**config.mk**
```make
export PLATFORM = sky130hd
export DESIGN_NAME = i2c_hang_recover
export DESIGN_NICKNAME = d
export VERILOG_FILES = /design/src/rtl/hr_pkg.sv /design/src/rtl/hr_watchdog.sv /design/src/rtl/hr_udiv.sv /design/src/rtl/hr_hold.sv /design/src/rtl/i2c_hang_recover.sv
export SDC_FILE = /design/constraint.sdc
export NUM_CORES = 1
export LEC_CHECK = 0
export BUFFER_PORTS_ARGS = -buffer_cell sky130_fd_sc_hd__buf_2
export CAP_MARGIN = 20
export CORE_UTILIZATION = 55
export DETAILED_ROUTE_END_ITERATION = 8
export HOLD_SLACK_MARGIN = 0.08
export PLACE_DENSITY = 0.74
export SLEW_MARGIN = 5
export SYNTH_ARGS = -nofsm -noshare
export SYNTH_HDL_FRONTEND = slang
export SYNTH_SLANG_ARGS = --single-unit
```
**constraint.sdc**
```tcl
create_clock -name clk -period 11.7 [get_ports clk]
set_clock_uncertainty 0.05 [all_clocks]
set_input_delay 3.51 -clock clk [delete_from_list [all_inputs] [get_ports clk]]
set_output_delay 3.51 -clock clk [all_outputs]
set_load 0.1 [all_outputs]
```
**src/rtl/hr_pkg.sv**
```systemverilog
package hr_pkg;

   typedef enum logic [2:0] {
      ST_IDLE,
      ST_WATCH,
      ST_CALC,
      ST_OFF,
      ST_PULSE,
      ST_REL,
      ST_FB
   } hr_state_e;

   // control word bits: [0] enable, [1] transmit, [2] start
   localparam logic [2:0] CTL_OFF   = 3'b000;
   localparam logic [2:0] CTL_EN    = 3'b001;
   localparam logic [2:0] CTL_ST_TX = 3'b110;
   localparam logic [2:0] CTL_ALL   = 3'b111;

   // status bit positions shared with the controller
   localparam int SB_DONE = 0;
   localparam int SB_BUSY = 1;
   localparam int SB_NACK = 2;
   localparam int SB_ARB  = 3;

   localparam int FB_STEPS = 5;

   function automatic logic [2:0] fb_ctl(input logic [2:0] step);
      case (step)
         3'd0:    fb_ctl = CTL_OFF;
         3'd1:    fb_ctl = CTL_EN;
         3'd2:    fb_ctl = CTL_ST_TX;
         3'd3:    fb_ctl = CTL_ALL;
         3'd4:    fb_ctl = CTL_EN;
         default: fb_ctl = CTL_OFF;
      endcase
   endfunction

endpackage

```
**src/rtl/hr_watchdog.sv**
```systemverilog
module hr_watchdog #(
   parameter int TICK_US = 1000,
   parameter int LIM_W   = 32
) (
   input  logic             clk,
   input  logic             rst_n,
   input  logic             start,
   input  logic             run,
   input  logic             us_tick,
   input  logic [LIM_W-1:0] limit,
   output logic             expire
);
   localparam int PRE_W = (TICK_US > 1) ? $clog2(TICK_US) : 1;

   logic [LIM_W-1:0] cnt, lim_q;
   logic             last_pre;

   generate
      if (TICK_US > 1) begin : g_prescale
         logic [PRE_W-1:0] pre;
         assign last_pre = (pre == PRE_W'(TICK_US - 1));
         always_ff @(posedge clk or negedge rst_n) begin
            if (!rst_n)                pre <= '0;
            else if (start)            pre <= '0;
            else if (run && us_tick)   pre <= last_pre ? '0 : pre + 1'b1;
         end
      end else begin : g_direct
         assign last_pre = 1'b1;
      end
   endgenerate

   assign expire = run && us_tick && last_pre && (cnt == lim_q - 1'b1);

   always_ff @(posedge clk or negedge rst_n) begin
      if (!rst_n) begin
         cnt   <= '0;
         lim_q <= '0;
      end else if (start) begin
         cnt   <= '0;
         lim_q <= limit;
      end else if (run && us_tick && last_pre) begin
         cnt <= cnt + 1'b1;
      end
   end
endmodule

```
**src/rtl/hr_udiv.sv**
```systemverilog
module hr_udiv #(
   parameter int N_W = 20,
   parameter int D_W = 20
) (
   input  logic           clk,
   input  logic           rst_n,
   input  logic           start,
   input  logic [N_W-1:0] num,
   input  logic [D_W-1:0] den,
   output logic           done,
   output logic [N_W-1:0] quo
);
   localparam int C_W = $clog2(N_W + 1);

   logic [D_W-1:0] rem, den_q;
   logic [C_W-1:0] cnt;
   logic           run;
   logic [D_W:0]   trial, diff;
   logic           ge;

   always_comb begin
      trial = {rem, quo[N_W-1]};
      ge    = (trial >= {1'b0, den_q});
      diff  = trial - {1'b0, den_q};
   end

   always_ff @(posedge clk or negedge rst_n) begin
      if (!rst_n) begin
         rem   <= '0;
         den_q <= '0;
         quo   <= '0;
         cnt   <= '0;
         run   <= 1'b0;
         done  <= 1'b0;
      end else begin
         done <= 1'b0;
         if (start) begin
            rem   <= '0;
            quo   <= num;
            den_q <= den;
            cnt   <= C_W'(N_W);
            run   <= 1'b1;
         end else if (run) begin
            rem <= ge ? diff[D_W-1:0] : trial[D_W-1:0];
            quo <= {quo[N_W-2:0], ge};
            cnt <= cnt - 1'b1;
            if (cnt == C_W'(1)) begin
               run  <= 1'b0;
               done <= 1'b1;
            end
         end
      end
   end
endmodule

```
**src/rtl/hr_hold.sv**
```systemverilog
module hr_hold #(
   parameter int W = 22
) (
   input  logic         clk,
   input  logic         rst_n,
   input  logic         load,
   input  logic [W-1:0] val,
   input  logic         us_tick,
   output logic         expire
);
   logic [W-1:0] cnt;
   logic         run;

   assign expire = run && us_tick && (cnt == W'(1));

   always_ff @(posedge clk or negedge rst_n) begin
      if (!rst_n) begin
         cnt <= '0;
         run <= 1'b0;
      end else if (load) begin
         cnt <= val;
         run <= 1'b1;
      end else if (run && us_tick) begin
         cnt <= cnt - 1'b1;
         if (cnt == W'(1)) run <= 1'b0;
      end
   end
endmodule

```
**src/rtl/i2c_hang_recover.sv**
```systemverilog
module i2c_hang_recover #(
   parameter int TICK_US            = 1000,
   parameter int DEFAULT_TIMEOUT_US = 1_000_000,
   parameter int MIN_TICKS          = 5,
   parameter int TMO_W              = 32,
   parameter int HZ_W               = 20,
   parameter int NUM_PULSES         = 9,
   parameter int FB_STEP_US         = 30
) (
   input  logic             clk,
   input  logic             rst_n,
   input  logic             us_tick,
   input  logic             xfer_active,
   input  logic [3:0]       stat,
   input  logic [TMO_W-1:0] timeout_us,
   input  logic [HZ_W-1:0]  bus_hz,
   output logic             scl_oe,
   output logic             sda_oe,
   output logic [2:0]       mctl,
   output logic             sr_wr,
   output logic [3:0]       sr_wdata,
   output logic             busy,
   output logic             io_err,
   output logic             rec_done
);
   import hr_pkg::*;

   localparam int USEC_PER_S = 1_000_000;
   localparam int NUM_W      = $clog2(USEC_PER_S + 1);
   localparam int DLY_W      = NUM_W + 1;
   localparam int HOLD_W     = DLY_W + 1;
   localparam int PC_W       = $clog2(NUM_PULSES + 1);

   generate
      if (TICK_US < 1) begin : g_bad_tick
         $error("TICK_US must be at least 1");
      end
      if (MIN_TICKS < 1) begin : g_bad_min
         $error("MIN_TICKS must be at least 1");
      end
      if (NUM_PULSES < 1) begin : g_bad_pulses
         $error("NUM_PULSES must be at least 1");
      end
      if (HZ_W > 31 || HZ_W < 2) begin : g_bad_hz
         $error("HZ_W out of range");
      end
      if (FB_STEP_US < 1 || FB_STEP_US >= (1 << HOLD_W)) begin : g_bad_fb
         $error("FB_STEP_US does not fit the hold timer");
      end
   endgenerate

   hr_state_e        st, st_n;
   logic             xa_q, xfer_start, hang;
   logic [TMO_W-1:0] tmo_sel, lim_raw, lim_val;
   logic             wd_expire, hold_expire, hold_ld, div_go, div_done;
   logic [HOLD_W-1:0] hold_val;
   logic [NUM_W-1:0] quo;
   logic [DLY_W-1:0] base_q, base_sum, base_calc;
   logic [PC_W-1:0]  cyc;
   logic [2:0]       fb_step;

   // ---------------- watchdog limit ----------------
   always_comb begin
      tmo_sel = (timeout_us == '0) ? TMO_W'(DEFAULT_TIMEOUT_US) : timeout_us;
      lim_raw = tmo_sel / TMO_W'(TICK_US);
      lim_val = (lim_raw < TMO_W'(MIN_TICKS)) ? TMO_W'(MIN_TICKS) : lim_raw;
   end

   assign xfer_start = xfer_active && !xa_q && (st == ST_IDLE);
   assign hang       = stat[SB_DONE] | stat[SB_BUSY] | stat[SB_NACK];

   hr_watchdog #(.TICK_US(TICK_US), .LIM_W(TMO_W)) u_wdog (
      .clk(clk), .rst_n(rst_n), .start(xfer_start),
      .run(st == ST_WATCH), .us_tick(us_tick),
      .limit(lim_val), .expire(wd_expire)
   );

   hr_udiv #(.N_W(NUM_W), .D_W(HZ_W)) u_div (
      .clk(clk), .rst_n(rst_n), .start(div_go),
      .num(NUM_W'(USEC_PER_S)), .den(bus_hz),
      .done(div_done), .quo(quo)
   );

   hr_hold #(.W(HOLD_W)) u_hold (
      .clk(clk), .rst_n(rst_n), .load(hold_ld), .val(hold_val),
      .us_tick(us_tick), .expire(hold_expire)
   );

   // ---------------- base delay ----------------
   always_comb begin
      base_sum  = DLY_W'(quo) + DLY_W'(1);
      base_calc = (base_sum < DLY_W'(2)) ? DLY_W'(2) : base_sum;
   end

   // ---------------- sequencer ----------------
   always_comb begin
      st_n     = st;
      hold_ld  = 1'b0;
      hold_val = '0;
      div_go   = 1'b0;
      unique case (st)
         ST_IDLE: if (xfer_start) st_n = ST_WATCH;
         ST_WATCH: begin
            if (!xfer_active) begin
               st_n = ST_IDLE;
            end else if (wd_expire) begin
               if (!hang) begin
                  st_n = ST_IDLE;
               end else if (bus_hz != '0) begin
                  st_n   = ST_CALC;
                  div_go = 1'b1;
               end else begin
                  st_n     = ST_FB;
                  hold_ld  = 1'b1;
                  hold_val = HOLD_W'(FB_STEP_US);
               end
            end
         end
         ST_CALC: if (div_done) st_n = ST_OFF;
         ST_OFF: begin
            st_n     = ST_PULSE;
            hold_ld  = 1'b1;
            hold_val = HOLD_W'(base_q);
         end
         ST_PULSE: begin
            if (hold_expire) begin
               st_n     = ST_REL;
               hold_ld  = 1'b1;
               hold_val = {base_q, 1'b0};
            end
         end
         ST_REL: begin
            if (hold_expire)
               st_n = (cyc == PC_W'(NUM_PULSES - 1)) ? ST_IDLE : ST_OFF;
         end
         ST_FB: begin
            if (hold_expire) begin
               if (fb_step == 3'(FB_STEPS - 1)) begin
                  st_n = ST_IDLE;
               end else begin
                  hold_ld  = 1'b1;
                  hold_val = HOLD_W'(FB_STEP_US);
               end
            end
         end
         default: st_n = ST_IDLE;
      endcase
   end

   always_ff @(posedge clk or negedge rst_n) begin
      if (!rst_n) begin
         st       <= ST_IDLE;
         xa_q     <= 1'b0;
         io_err   <= 1'b0;
         rec_done <= 1'b0;
         sr_wr    <= 1'b0;
         sr_wdata <= '0;
         base_q   <= DLY_W'(2);
         cyc      <= '0;
         fb_step  <= '0;
      end else begin
         st       <= st_n;
         xa_q     <= xfer_active;
         io_err   <= 1'b0;
         rec_done <= 1'b0;
         sr_wr    <= 1'b0;
         if (st == ST_WATCH && xfer_active && wd_expire) begin
            io_err  <= !hang;
            cyc     <= '0;
            fb_step <= '0;
            if (hang) begin
               sr_wr    <= 1'b1;
               sr_wdata <= stat & ~(4'b0001 << SB_ARB);
            end
         end
         if (st == ST_CALC && div_done) base_q <= base_calc;
         if (st == ST_REL && hold_expire) begin
            if (cyc == PC_W'(NUM_PULSES - 1)) begin
               io_err   <= 1'b1;
               rec_done <= 1'b1;
            end else begin
               cyc <= cyc + 1'b1;
            end
         end
         if (st == ST_FB && hold_expire) begin
            if (fb_step == 3'(FB_STEPS - 1)) begin
               io_err   <= 1'b1;
               rec_done <= 1'b1;
            end else begin
               fb_step <= fb_step + 1'b1;
            end
         end
      end
   end

   // ---------------- outputs ----------------
   always_comb begin
      unique case (st)
         ST_PULSE: mctl = CTL_ALL;
         ST_REL:   mctl = CTL_EN;
         ST_FB:    mctl = fb_ctl(fb_step);
         default:  mctl = CTL_OFF;
      endcase
   end

   assign scl_oe = (mctl == CTL_ALL);
   assign sda_oe = (st == ST_FB) && (mctl == CTL_ALL);
   assign busy   = (st != ST_IDLE) && (st != ST_WATCH);

endmodule

```
==> results of run 1 <==
## flip-flops by register name, summed over array words and instances (netlist names), 10 cells and up
name	cells
u_wdog.lim_q	23
u_hold.cnt	22
base_q	21
u_wdog.g_prescale.pre	10
u_wdog.cnt	32
u_div.den_q	20
u_div.quo	20
u_div.rem	20
## layer usage
metal  up-vias  share of wire (%)  global-route usage, %
met5         -                  0                      0
met4         0                4.1                   12.2
met3       229                5.8                   3.93
met2       897                 50                   58.0
met1      9553                 40                   39.9
li1       9263                  -                      -
## area by class of cell
class | instances | area, um^2
Fill cell | 2093 | 7480
Clock inverter | 12 | 97.6
Multi-Input combinational cell | 1858 | 13600
Timing Repair Buffer | 592 | 4500
Inverter | 64 | 240
Tap cell | 402 | 503
Clock buffer | 20 | 457
Sequential cell | 193 | 4830
## kinds of logic (layout without fill, tap and decap cells)
family / count (synthesis) / in the layout
buffers and inverters: 178 / 688
DFF: 193 / 193
other: 1 / 1
and+or+nand+nor: 925 / 926
muxes: 53 / 53
xor gates and xnor gates: 164 / 164
adders and majority gates: 47 / 47
AOI/OAI and AO/OA: 667 / 667
## cells in the mapped netlist (15+ instances only)
library cell | count | area, um^2
nor3_1 | 73 | 365
and3_1 | 40 | 250
nand2_1 | 247 | 927
a21o_1 | 36 | 270
a22oi_1 | 21 | 158
inv_1 | 63 | 236
nor4_1 | 36 | 225
or3_1 | 22 | 138
xnor2_1 | 95 | 832
o21ai_0 | 159 | 796
clkbuf_1 | 82 | 308
nor2_1 | 218 | 818
a22o_1 | 17 | 149
a31oi_1 | 19 | 119
nand3_1 | 86 | 430
or2_2 | 22 | 138
nand4_1 | 39 | 244
buf_2 | 16 | 80.1
mux2i_1 | 42 | 420
a211oi_1 | 24 | 180
o211ai_1 | 19 | 143
and2_1 | 29 | 181
dfrtp_1 | 192 | 4800
xor2_1 | 67 | 587
o21a_1 | 18 | 135
ha_1 | 35 | 438
o31ai_1 | 17 | 128
a21oi_1 | 111 | 556
o21ai_1 | 15 | 75.1
## through the flow
stage,setup TNS (ns),hold slack (ns)
floorplan,-27.60,0.410
global placement,-32.32,0.398
detailed placement,-35.65,0.407
CTS,-26.40,0.425
global route,-34.02,0.458
finish,-32.43,0.420
## worst max-delay path, delay by kind of cell
kind / cells / cell delay [ns]
xor gates and xnor gates: 1 / 0.10
muxes: 1 / 0.19
buffers and inverters: 14 / 2.17
adders and majority gates: 2 / 0.78
AOI/OAI and AO/OA: 34 / 8.73
and+or+nand+nor: 10 / 2.39
## worst max-delay path by stage
stage                                  end  slack [ns]  depth (start not counted)
6_report       u_wdog.lim_q[0]$_DFFE_PN0P_       -5.87                         62
5_1_grt        u_wdog.lim_q[0]$_DFFE_PN0P_       -6.09                         65
4_1_cts        u_wdog.lim_q[0]$_DFFE_PN0P_       -5.17                         60
3_5_place_dp   u_wdog.lim_q[0]$_DFFE_PN0P_       -6.24                         60
3_3_place_gp   u_wdog.lim_q[0]$_DFFE_PN0P_       -5.78                         56
2_1_floorplan  u_wdog.lim_q[0]$_DFFE_PN0P_       -5.59                         59
## timing repair
item / in CTS / in global routing
gates cloned: 1 / 0
setup buffers: 60 / 41
pin swaps: 93 / 52
hold buffers: 0 / 0
gates resized for setup: 157 / 89
setup endpoints to repair: 10 / 10
==> impl_metrics.ini, run 1 <==
[place]
dp_slack_ns = -6.24
placed_cells = 3012
hpwl_um = 38600
port_buffers = 70
dpl_cell_area_mm2 = 0.0217
gp_congestion = 0.932

[grt]
antenna_found_initial = 0
grt_max_degree = 112
grt_pass1_vias = 19100
grt-ovfl-total = 0
grt_pass1_wl_um = 90400
grt_usage_pct = 32.5

[sta]
fmax_mhz = 56.9
finalCritPeriodShare_pct = 150
maxSlewHeadroom_pct = 40.5
rsz0062_at_grt = true
hold_viol = 0
setup_violations = 10
finalWorstSetupSlack_ns = -5.87
min_period_ns = 17.57
drv_slew = 0
worst_pin_slew_ns = 0.893

[finish]
instances_no_fill = 3141
syn_to_final_growth_pct = 36.0
most-common-layout-cells = buf_4 (481), nand2_1 (243), nor2_1 (205)
layout.nets = 2822
drive_gt1_share_pct = 33.5
final_util_pct = 76.4
final_common_cell = buf_4
stdcell_area_mm2 = 0.0242
diodes = 0

[clock_tree]
clock_sinks = 193
clkTransAtPathRegs_ns = 0.07
cts_made_buffers = 17
cts_tree = built
clock-root-buffer = clkbuf_16
clkLatencyLatePin_ns = 0.45
clk_path_buf_depth = 2
cts-htree-levels = 4

[logic_synthesis]
yosys.area_share.simple_pct = 26.4
synthesis.nets = 2324
syn_area_mm2 = 0.0178
muxShareOfSynthArea_pct = 3.07
ys_seq_area_share_pct = 27.1
async_flop_share_pct = 100
synthFlopType = dfrtp_1
ys_types = 142
syn-instance-count = 2228
ys_seq_elements = 193
synthAdderAreaFrac_pct = 3.20
syn_area_per_cell_um2 = 7.99
yosys_warnings = 0
synth_top_family_by_area = compound AO/OA/AOI/OAI gates
synth_compound_area_share_pct = 27.9
synth_edf_count = 0
synth_xor_area_share_pct = 8.15

[run_status]
violations = negative setup slack
status = finished with violations

[routing]
wl_um = 58200
drt_iter0_drc = 1712
num_vias = 19900
ant_nets = 0
first_pass_iters = 6
vias_per_cell = 6.35
drt-wirelength-per-cell_um = 18.5
drc_errors = 0

[hold_path]
hold_path_end = sr_wdata[0]$_DFFE_PN0P_
hp-class = reg -> reg
whs_path_depth = 2
min_from = sr_wdata[0]$_DFFE_PN0P_

[setup_path]
crit_start = timeout_us[25]
path_max_fanout = 8
end_kind = flip-flop
critPathKind = in -> reg
crit_top_cell = buf_4
worst_ep_arrival_time_ns = 17.86
slowest_delay_ns = 0.56
reg2reg_slack_ns = 6.47
cp-start-kind = primary input
worst-r2r-cell-count = 25
slowest_stage = or4b_4
crit_required_ns = 11.99
worstReg2RegEnd = u_div.rem[2]$_DFFE_PN0P_
timing.rr.start = u_div.den_q[1]$_DFFE_PN0P_

[floorplan]
die_h_um = 182
io_pins = 73
coreArea_mm2 = 0.0317
start_util_pct = 56.2
num_rows = 65
dieArea_mm2 = 0.0331
die_x_um = 182

[run]
cap_violations = 0
Power of run 1 is not shown: default switching activity piles up to over one toggle a cycle in this logic, so the estimate is an artifact.
==> run 2: changes to the inputs <==
--- a/config.mk
+++ b/config.mk
@@ -11,6 +11,7 @@
 export DETAILED_ROUTE_END_ITERATION = 8
 export HOLD_SLACK_MARGIN = 0.08
 export PLACE_DENSITY = 0.74
+export RECOVER_POWER = 100
 export SLEW_MARGIN = 5
 export SYNTH_ARGS = -nofsm -noshare
 export SYNTH_HDL_FRONTEND = slang
==> run 2 against run 1 <==
The run ends with max-capacitance violations, max-slew violations, negative setup slack left. Die area unchanged. Core utilization down 0.31 points. Cell area fell by 0.40%. Cell count unchanged. Critical path type unchanged. Critical endpoint unchanged.
==> impl_metrics.ini, run 2 (synthesis results as in run 1) <==
[clock_tree]
cts_tree = built
clkTransAtPathRegs_ns = 0.07
cts-htree-levels = 4
clk_path_buf_depth = 2
clock_sinks = 193
clock-root-buffer = clkbuf_16
clkLatencyLatePin_ns = 0.44
cts_made_buffers = 17
cts_hold_buf = 0

[routing]
ant_nets = 0
first_pass_iters = 8
drc_errors = 0
vias_per_cell = 6.33
drt_iter0_drc = 1811
drt-wirelength-per-cell_um = 18.5
num_vias = 19900
wl_um = 58200

[setup_path]
crit_required_ns = 11.99
path_max_fanout = 8
end_kind = flip-flop
worst-r2r-cell-count = 18
slowest_stage = or4b_4
reg2reg_slack_ns = 5.19
slowest_delay_ns = 0.56
crit_top_cell = buf_4
cp-start-kind = primary input
worst_ep_arrival_time_ns = 17.87
cpLargestDelayFamily = compound AO/OA/AOI/OAI gates
worstReg2RegEnd = u_div.quo[1]$_DFFE_PN0P_
timing.rr.start = st[1]$_DFFE_PN0P_
critPathBufInv = 14
critPathKind = in -> reg

[floorplan]
die_h_um = 182
dieArea_mm2 = 0.0331
die_x_um = 182
num_rows = 65
coreArea_mm2 = 0.0317
io_pins = 73
start_util_pct = 56.2

[sta]
rsz0062_at_grt = true
finalCritPeriodShare_pct = 150
worst_pin_slew_ns = 5.89
setup_violations = 10
fmax_mhz = 56.9
hold_viol = 0
holdWs_ns = 0.423
drv_slew = 357
min_period_ns = 17.58
maxSlewHeadroom_pct = -293
finalWorstSetupSlack_ns = -5.88

[place]
placed_cells = 3012
port_buffers = 70
dp_slack_ns = -6.24
gp_congestion = 0.932
hpwl_um = 38600
dpl_cell_area_mm2 = 0.0217

[hold_path]
hold_path_end = sr_wdata[0]$_DFFE_PN0P_
whs_path_depth = 2
hp-class = reg -> reg
min_from = sr_wdata[0]$_DFFE_PN0P_

[run]
cap_violations = 6

[finish]
largest_reg_flops = 32
fill_cells = 2116
final_common_cell = buf_4
diodes = 0
regMostFlops = u_wdog.cnt
top_regs = u_wdog.cnt x32, u_wdog.lim_q x23, u_hold.cnt x22
layout.nets = 2822
instances_no_fill = 3141
stdcell_area_mm2 = 0.0241
drive_gt1_share_pct = 32.5
most-common-layout-cells = buf_4 (471), nand2_1 (243), nor2_1 (205)
syn_to_final_growth_pct = 35.5

[run_status]
status = finished with violations
violations = max-capacitance violations, max-slew violations, negative setup slack

[grt]
grt_usage_pct = 32.5
grt_max_degree = 112
grt-busiest-layer = met2
antenna_found_initial = 0
grt_util_met2_pct = 58.0
use_met3_pct = 3.93
grt_pass1_wl_um = 90400
grt-ovfl-total = 0
grt_pass1_vias = 19100
grtUsageMet1_pct = 39.9
## run 2: metal layers
layer / up-vias / share of wire [%]
met5: - / 0
met4: 0 / 3.9
met3: 211 / 5.7
met1: 9551 / 40
met2: 835 / 51
li1: 9274 / -
## run 2: worst reg2reg max path, cell delays in order (launching register included)
cell and delay, ns:
dfrtp_1 0.50, inv_1 0.15, nand2_1 0.13, nor2_1 0.24
nand2_1 0.19, nor4_1 0.44, clkbuf_1 0.34, or3b_2 0.48
nor3b_1 0.23, nand4_1 0.12, nor3_1 0.17, nand4_1 0.18
or3_1 0.40, or2_0 0.47, nor2_2 0.16, clkbuf_1 1.13
nor2b_1 0.31, clkbuf_1 0.38, a22o_1 0.33
## run 2: how the worst max path moves through the flow
stage,cells past startpoint,startpoint,endpoint,slack (ns)
after floorplan,59,timeout_us[26],u_wdog.lim_q[0]$_DFFE_PN0P_,-5.59
after global placement,56,timeout_us[26],u_wdog.lim_q[0]$_DFFE_PN0P_,-5.78
after detailed placement,60,timeout_us[26],u_wdog.lim_q[0]$_DFFE_PN0P_,-6.24
after CTS,60,timeout_us[25],u_wdog.lim_q[0]$_DFFE_PN0P_,-5.17
after global routing,65,timeout_us[25],u_wdog.lim_q[0]$_DFFE_PN0P_,-6.09
final,62,timeout_us[25],u_wdog.lim_q[0]$_DFFE_PN0P_,-5.88
## run 2: cell type report
class	instances	area (um^2)	share of cell area [%]
repair buffers	592	4410	18.3
well taps	402	503	2.08
clock inverters	12	97.6	0.404
inverters	64	240	0.995
multi-input cells	1858	13600	56.3
clock buffers	20	457	1.89
flip-flops and latches	193	4830	20.0
## run 2: stage by stage
step / TNS (ns) / utilization [%]
after global routing: -34.38 / 76.1
final: -32.87 / 76.1
after detailed placement: -35.65 / 68.5
after global placement: -32.32 / 68.5
after CTS: -26.40 / 74.1
after floorplan: -27.60 / -
## run 2: what timing repair did
item / in CTS / in global routing
gates cloned: 1 / 0
buffers inserted: 60 / 41
pin swaps: 93 / 52
gates resized for setup: 157 / 89
setup endpoints to repair: 10 / 10
Power of run 2 is left out for the same reason.
